`config.mk`:
```
export PLATFORM = sky130hd
export DESIGN_NAME = hw_vol_counters
export DESIGN_NICKNAME = d
export VERILOG_FILES = /design/src/rtl/hvc_pkg.sv /design/src/rtl/hvc_sat_counter.sv /design/src/rtl/hvc_datapath.sv /design/src/rtl/hvc_ctrl.sv /design/src/rtl/hw_vol_counters.sv
export SDC_FILE = /design/constraint.sdc
export NUM_CORES = 1
export LEC_CHECK = 0
export BUFFER_PORTS_ARGS = -buffer_cell sky130_fd_sc_hd__buf_2
export CAP_MARGIN = 20
export CORE_MARGIN = 2
export CORE_UTILIZATION = 44
export CTS_BUF_LIST = sky130_fd_sc_hd__clkbuf_16
export DETAILED_ROUTE_END_ITERATION = 16
export GPL_TIMING_DRIVEN = 0
export PLACE_DENSITY = 0.76
export SLEW_MARGIN = 20
export SYNTH_ARGS = -nofsm -noshare
export SYNTH_HDL_FRONTEND = slang
export SYNTH_SLANG_ARGS = --single-unit
export TNS_END_PERCENT = 10
```
`constraint.sdc`:
```
create_clock -name clk -period 2.3 [get_ports clk]
set_clock_uncertainty 0.1 [all_clocks]
set_input_delay 0.345 -clock clk [delete_from_list [all_inputs] [get_ports clk]]
set_output_delay 0.345 -clock clk [all_outputs]
set_load 0.02 [all_outputs]
```
`src/rtl/hvc_pkg.sv`:
```
package hvc_pkg;

  // Strobes from control to datapath, valid for one cycle
  typedef struct packed {
    logic clrMid;   // return counters to midpoint
    logic incStep;  // step both counters up
    logic decStep;  // step both counters down
    logic rdSel;    // address lies inside the alias window
  } hvcStrobe_t;

endpackage

```
`src/rtl/hvc_sat_counter.sv`:
```
module hvc_sat_counter #(
  parameter int CNT_W = 3
) (
  input  logic             clk,
  input  logic             rstN,
  input  logic             clrMid,
  input  logic             incStep,
  input  logic             decStep,
  output logic [CNT_W-1:0] cnt
);

  localparam logic [CNT_W-1:0] CNT_MAX = {CNT_W{1'b1}};
  localparam logic [CNT_W-1:0] CNT_MID = CNT_W'(1) << (CNT_W - 1);
  localparam logic [CNT_W-1:0] CNT_ONE = CNT_W'(1);

  logic atTop;
  logic atBottom;

  assign atTop    = (cnt == CNT_MAX);
  assign atBottom = (cnt == '0);

  always_ff @(posedge clk or negedge rstN) begin
    if (!rstN) begin
      cnt <= CNT_MID;
    end else if (clrMid) begin
      cnt <= CNT_MID;
    end else if (incStep && !atTop) begin
      cnt <= cnt + CNT_ONE;
    end else if (decStep && !atBottom) begin
      cnt <= cnt - CNT_ONE;
    end
  end

  AST_MID_AFTER_CLR: assert property (@(posedge clk) disable iff (!rstN)
    clrMid |=> (cnt == CNT_MID));
  AST_STEP_UP: assert property (@(posedge clk) disable iff (!rstN)
    (!clrMid && incStep && cnt != CNT_MAX) |=> (cnt == $past(cnt) + CNT_ONE));
  AST_STEP_DOWN: assert property (@(posedge clk) disable iff (!rstN)
    (!clrMid && decStep && !incStep && cnt != '0) |=> (cnt == $past(cnt) - CNT_ONE));
  AST_SAT_TOP: assert property (@(posedge clk) disable iff (!rstN)
    (!clrMid && incStep && cnt == CNT_MAX) |=> (cnt == CNT_MAX));
  AST_SAT_BOTTOM: assert property (@(posedge clk) disable iff (!rstN)
    (!clrMid && decStep && cnt == '0) |=> (cnt == '0));
  AST_IDLE_HOLD: assert property (@(posedge clk) disable iff (!rstN)
    (!clrMid && !incStep && !decStep) |=> $stable(cnt));

endmodule

```
`src/rtl/hvc_datapath.sv`:
```
module hvc_datapath
  import hvc_pkg::*;
#(
  parameter int CNT_W   = 3,
  parameter int NUM_CNT = 2,
  parameter int DATA_W  = NUM_CNT * (CNT_W + 1)
) (
  input  logic              clk,
  input  logic              rstN,
  input  hvcStrobe_t        strobe,
  output logic [DATA_W-1:0] rdData
);

  localparam int FIELD_W = CNT_W + 1;

  logic [NUM_CNT-1:0][CNT_W-1:0] cntVal;
  logic [DATA_W-1:0]             packedByte;

  for (genvar g = 0; g < NUM_CNT; g++) begin : gCnt
    hvc_sat_counter #(.CNT_W(CNT_W)) i_cnt (
      .clk     (clk),
      .rstN    (rstN),
      .clrMid  (strobe.clrMid),
      .incStep (strobe.incStep),
      .decStep (strobe.decStep),
      .cnt     (cntVal[g])
    );
    // each field: counter in the upper bits, a zero in the lowest bit
    assign packedByte[g*FIELD_W +: FIELD_W] = {cntVal[g], 1'b0};
  end

  assign rdData = strobe.rdSel ? packedByte : '0;

  for (genvar g = 1; g < NUM_CNT; g++) begin : gTrack
    AST_COUNTERS_TRACK: assert property (@(posedge clk) disable iff (!rstN)
      cntVal[g] == cntVal[0]);
  end

endmodule

```
`src/rtl/hvc_ctrl.sv`:
```
module hvc_ctrl
  import hvc_pkg::*;
#(
  parameter int ADDR_W    = 3,
  parameter int NUM_ALIAS = 4,
  parameter int DATA_W    = 8
) (
  input  logic              clk,
  input  logic              rstN,
  input  logic              btnUp,
  input  logic              btnDown,
  input  logic              btnMute,
  input  logic [ADDR_W-1:0] regAddr,
  input  logic              regWrEn,
  input  logic [DATA_W-1:0] regWrData,
  input  logic              irqAck,
  output hvcStrobe_t        strobe,
  output logic              irqOut
);

  localparam logic [ADDR_W-1:0] ALIAS_END = ADDR_W'(NUM_ALIAS);

  logic aliasHit;
  logic wrHit;
  logic anyPress;
  logic unusedWrData;

  // write data carries no meaning: any value re-arms the counters
  assign unusedWrData = ^regWrData;

  assign aliasHit = (regAddr < ALIAS_END);
  assign wrHit    = regWrEn && aliasHit;
  assign anyPress = btnUp || btnDown || btnMute;

  always_comb begin
    strobe         = '0;
    strobe.rdSel   = aliasHit;
    strobe.clrMid  = wrHit;
    strobe.incStep = !wrHit && btnUp && !btnDown;
    strobe.decStep = !wrHit && btnDown && !btnUp;
  end

  always_ff @(posedge clk or negedge rstN) begin
    if (!rstN) begin
      irqOut <= 1'b0;
    end else if (anyPress) begin
      irqOut <= 1'b1;
    end else if (irqAck) begin
      irqOut <= 1'b0;
    end
  end

  AST_IRQ_ON_PRESS: assert property (@(posedge clk) disable iff (!rstN)
    anyPress |=> irqOut);
  AST_IRQ_STICKY: assert property (@(posedge clk) disable iff (!rstN)
    (irqOut && !irqAck) |=> irqOut);
  AST_ACK_CLEARS: assert property (@(posedge clk) disable iff (!rstN)
    (irqAck && !anyPress) |=> !irqOut);
  AST_QUIET_STAYS_LOW: assert property (@(posedge clk) disable iff (!rstN)
    (!irqOut && !anyPress) |=> !irqOut);
  AST_STEP_EXCLUSIVE: assert property (@(posedge clk) disable iff (!rstN)
    !(strobe.incStep && strobe.decStep));

endmodule

```
`src/rtl/hw_vol_counters.sv`:
```
module hw_vol_counters
  import hvc_pkg::*;
#(
  parameter int CNT_W     = 3,
  parameter int NUM_CNT   = 2,
  parameter int ADDR_W    = 3,
  parameter int NUM_ALIAS = 4,
  parameter int DATA_W    = NUM_CNT * (CNT_W + 1)
) (
  input  logic              clk,
  input  logic              rstN,
  input  logic              btnUp,
  input  logic              btnDown,
  input  logic              btnMute,
  input  logic [ADDR_W-1:0] regAddr,
  input  logic              regWrEn,
  input  logic [DATA_W-1:0] regWrData,
  output logic [DATA_W-1:0] regRdData,
  output logic              irqOut,
  input  logic              irqAck
);

  hvcStrobe_t strobe;

  hvc_ctrl #(
    .ADDR_W    (ADDR_W),
    .NUM_ALIAS (NUM_ALIAS),
    .DATA_W    (DATA_W)
  ) i_ctrl (
    .clk       (clk),
    .rstN      (rstN),
    .btnUp     (btnUp),
    .btnDown   (btnDown),
    .btnMute   (btnMute),
    .regAddr   (regAddr),
    .regWrEn   (regWrEn),
    .regWrData (regWrData),
    .irqAck    (irqAck),
    .strobe    (strobe),
    .irqOut    (irqOut)
  );

  hvc_datapath #(
    .CNT_W   (CNT_W),
    .NUM_CNT (NUM_CNT),
    .DATA_W  (DATA_W)
  ) i_datapath (
    .clk    (clk),
    .rstN   (rstN),
    .strobe (strobe),
    .rdData (regRdData)
  );

endmodule

```
# Yosys cells after proc, flatten, opt, wreduce, memory -nomap -nowiden
# Cells that the tools add are included.
[word_totals] mem_count=0 ramBits=0 reg_bits=7 latchBits=0 out_inout_bits=9 romBits=0
[op_classes] mul=0 div_mod_pow=0 order_cmp=1 bitwise_logic=0 n_addsub=4 eq_ne=2 shifts=0 reduce_logical=23 muxes=9
[op_table] operator="3-bit two-way mux" n=6
[op_table] operator="1-bit logical AND" n=9
[op_table] operator="8-bit two-way mux" n=1
[op_table] operator="1-bit logical NOT" n=7
[op_table] operator="3-bit by 1-bit adder with 3-bit output (second input constant)" n=2
[op_table] operator="3-bit equality test (second input constant)" n=2
[op_table] operator="3-bit logical NOT" n=2
[op_table] operator="3-bit nonzero test" n=2
[op_table] operator="3-bit by 1-bit subtractor with 3-bit output (second input constant)" n=2
[op_table] operator="3-bit less-than comparator (second input constant)" n=1
[op_table] operator="1-bit logical OR" n=2
[op_table] operator="1-bit two-way mux" n=2
[op_table] operator="2-bit nonzero test" n=1

# Longest topological paths before layout
[logic_depth] ltp_word=9 ltp_mapped=6 ltp_nobuf=6

# Modules after synthesis
# Synthesis repeated with hierarchy kept, for this count alone.
[unflattened] cells_unflattened=82 area_unflattened_um2=691.9
[by_module_without_submodules] mod="hvc_sat_counter at i_datapath.gCnt[0].i_cnt" cells_per_inst=31 area_per_inst_um2=277.8 instances=1 seq_area_each_um2=76.3
[by_module_without_submodules] mod="hvc_sat_counter at i_datapath.gCnt[1].i_cnt" cells_per_inst=32 area_per_inst_um2=271.5 instances=1 seq_area_each_um2=76.3
[by_module_without_submodules] mod="hvc_ctrl" cells_per_inst=10 area_per_inst_um2=86.3 instances=1 seq_area_each_um2=25.0
[by_module_without_submodules] mod="hvc_datapath" cells_per_inst=9 area_per_inst_um2=56.3 instances=1 seq_area_each_um2=0.0

# Worst setup path after synthesis
# No wires, ideal clock.
[synth_path] path_type="flip-flop to flip-flop" start="reg i_datapath.gCnt[0].i_cnt.cnt[2]" end="reg i_datapath.gCnt[0].i_cnt.cnt[2]" stages_incl_launch_ff=7 required_ps=2110 arrival_ps=1611 setup_time_ps=90 synth_period_minus_slack_ps=1801 setup_slack_ps=499 cell_sequence="dfstp_2 nand3_1 and3_1 fa_1 nand4bb_1 o211ai_1 o211ai_1"
[synth_between] elab_chain_len=5 elab_cells_between_ends=12 cone_classes="2 x add/sub; 1 x eq/ne; 3 x mux; 6 x reduce/logical"
[synth_rtl] element="start: declaration" line="hvc_sat_counter.sv:9" source="output logic [CNT_W-1:0] cnt"
[synth_rtl] element="start signal: assignment" line="hvc_sat_counter.sv:28" source="cnt <= cnt + CNT_ONE;"
[synth_rtl] element="start signal: assignment" line="hvc_sat_counter.sv:30" source="cnt <= cnt - CNT_ONE;"
[synth_rtl] element="parallel branches: the longest is 5 deep, another holds 3-bit by 1-bit subtractor with 3-bit output"
# Several ways; the timed one is not identified. The select of a mux whose other input is x is not followed.
# A chain may end at the register's enable or synchronous reset.

# Worst setup path in the final report
# Same ends and word-level chain as after synthesis.

==> impl_metrics.env <==
export IMPL_drt_pass1_iter_count=4
export IMPL_drc_errors=0
export IMPL_rsz0062_at_grt="false"
export IMPL_grt_max_degree=11
export IMPL_synth_most_common_cell="nor2_1"
export IMPL_post_place_ws_ns=0.328
export IMPL_syn_area_sq_um=587
export IMPL_dieArea_sq_mm=0.00164
export IMPL_p_sw_frac=0.381
export IMPL_via_per_inst=5.65
export IMPL_vias=576
export IMPL_irDropWorstVdd_uv=568
export IMPL_grt_antenna_before_repair=0
export IMPL_synth_warnings=0
export IMPL_ant_nets=0
export IMPL_startpoint_type="flip-flop"
export IMPL_crit_fanout=9
export IMPL_root_buffer="clkbuf_16"
export IMPL_syn_inst=67
export IMPL_wl_per_cell_um=13.3
export IMPL_clkTransAtPathRegs_ns=0.04
export IMPL_yosys_top_cells_area="dfrtp_1 21%, dfstp_2 9.0%, fa_1 6.8%, nor2b_1 5.3%, a221oi_2 5.1%"
export IMPL_die_w_um=40.5
export IMPL_portBuffers=14
export IMPL_drive_gt1_frac=0.276
export IMPL_io_pins=27
export IMPL_grt_pass1_wl_mm=2.00
export IMPL_critPathRequiredTime_ns=2.34
export IMPL_avgSynthCellArea_sq_um=8.76
export IMPL_finalPower_uw=969
export IMPL_combinationalPowerShare=0.418
export IMPL_h_tree_depth=1
export IMPL_ys_types=27
export IMPL_synth_top_cell_area_share=0.213
export IMPL_internal_power_uw=600
export IMPL_cts_made_buffers=3
export IMPL_diodes=0
export IMPL_async_reset_ff_frac=1.00
export IMPL_overflow=0
export IMPL_worstPathArrival_ns=2.02
export IMPL_maxCapViolCount=0
export IMPL_cts_path_max_buffers=2
export IMPL_switchingPower_uw=369
export IMPL_gp_congestion=0.745
export IMPL_coreArea_sq_mm=0.00127
export IMPL_final_period_utilization=0.860
export IMPL_ys_top_cells_by_count="6 x nor2_1, 5 x dfrtp_1, 5 x inv_1, 5 x nor2b_1"
export IMPL_p_seq_frac=0.283
export IMPL_clkLatencyLatePin_ns=0.23
export IMPL_drt_total_wl_mm=1.36
export IMPL_clkPwrFrac=0.299
export IMPL_powerDensity_mw_per_mm2=1260
export IMPL_final_max_slew_viol_count=0
export IMPL_grt_pass1_vias=465
export IMPL_fp_row_count=13
export IMPL_synthFlopType="dfrtp_1"
export IMPL_areaGrowthSynthToFinish_pct=30.9
export IMPL_start_util=0.463
export IMPL_setup_tns_ns=0
export IMPL_fmax_mhz=505
export IMPL_synth_seq_cells=7
export IMPL_cts_sinks=7
export IMPL_seq_area_frac_synth=0.303
export IMPL_synth_area_leader_cell="dfrtp_1"
export IMPL_fin_crit_ns=1.98
export IMPL_end_kind="flip-flop"
export IMPL_path_class="reg2reg"
export IMPL_leakagePower_nw=0.359
export IMPL_synth_edf_count=0
export IMPL_hold_class="in2reg"
export IMPL_grt_usage=0.185
export IMPL_hpwl_um=935
export IMPL_post_cts_buffers=0
export IMPL_fin_nets=108
export IMPL_setup_ws_ns=0.322
export IMPL_hold_viol=0
export IMPL_drtIter0Drc=35
export IMPL_finalSetupViolCount=0
export IMPL_fp_dieH_um=40.5
export IMPL_status="complete, no violations"
export IMPL_tritoncts="done"
[worst max-delay path, stage by stage, from the launching register on]
cell      delay (ns)
dfstp_2         0.60
nand3_1         0.13
and3_1          0.22
fa_1            0.41
nor4bb_1        0.16
a31oi_1         0.17
o211ai_1        0.10
[registers in the layout, summed over array words and instances, names as in the netlist]
| signal | cells |
|---|---|
| i_ctrl.irqOut | 1 |
| i_datapath.gCnt.i_cnt.cnt | 6 |
[cells in the final DEF, fill, tap and decap left out, drive strengths merged, types with 3 or more instances in the layout]
master / instances
o211ai: 4
dfrtp: 5
clkbuf: 5
nor2: 6
o21ai: 3
inv: 6
nor2b: 5
buf: 16
nand2: 4
[path summary, 6_finish.rpt]
| kind | slack (ns) | cells after the start | startpoint | end |
|---|---|---|---|---|
| worst max-delay path | 0.32 | 6 | i_datapath.gCnt[0].i_cnt.cnt[2] | i_datapath.gCnt[0].i_cnt.cnt[2] |
| worst min-delay path | 0.21 | 2 | irqAck | i_ctrl.irqOut |
| worst max register to register | 0.32 | 6 | i_datapath.gCnt[0].i_cnt.cnt[2] | i_datapath.gCnt[0].i_cnt.cnt[2] |
| worst min register to register | 0.42 | 2 | i_ctrl.irqOut | i_ctrl.irqOut |
| max in group asynchronous | 1.48 | 2 | rstN | i_datapath.gCnt[0].i_cnt.cnt[2] |
| min in group asynchronous | 0.39 | 2 | rstN | i_datapath.gCnt[1].i_cnt.cnt[0] |
[power groups by stage]
stage / combinational [mW] / clock [mW] / sequential [mW]
2_1_floorplan: 0.317 / 0 / 0.246
3_3_place_gp: 0.384 / 0 / 0.265
3_5_place_dp: 0.394 / 0 / 0.268
4_1_cts: 0.403 / 0.291 / 0.269
5_1_grt: 0.436 / 0.306 / 0.287
6_report: 0.405 / 0.290 / 0.274
[area by class of cell]
| class | instances | area (sq um) |
|---|---|---|
| Buffer | 4 | 23.8 |
| Multi-Input combinational cell | 52 | 370 |
| Sequential cell | 7 | 178 |
| Tap cell | 15 | 18.8 |
| Clock inverter | 1 | 3.75 |
| Inverter | 5 | 18.8 |
| Timing Repair Buffer | 15 | 80.1 |
| Fill cell | 120 | 500 |
| Clock buffer | 3 | 75.1 |
[layer usage]
metal,GRT usage,part of all wire,vias to the layer above
met5,0,0,-
met3,0.0333,0.060,4
met4,0.108,0.019,0
li1,-,-,279
met1,0.255,0.46,262
met2,0.266,0.46,31
[repair_timing]
action                                 CTS  global route
hold buffers                             1             0
endpoints found under the hold margin    5             0
gates resized for setup                  0             0
[metrics by stage]
step	hold slack, ns	util	area, sq um	cells
after global placement	0.0849	0.536	679	97
final	0.211	0.606	768	102
after global routing	0.215	0.606	768	102
after CTS	0.215	0.606	768	102
after floorplan	-0.0506	-	591	68
after detailed placement	0.0871	0.536	679	97
[kinds of logic after synthesis]
kind of cell,Yosys count,share of synthesized area
AO/OA/AOI/OAI,19,0.247
adder cells (fa/ha/maj),2,0.0682
buffers and inverters,9,0.0725
flip-flops,7,0.303
multiplexers,2,0.0341
other,1,0.00639
AND/OR/NAND/NOR,27,0.269
Note: power is estimated with default switching activity, not from simulation.
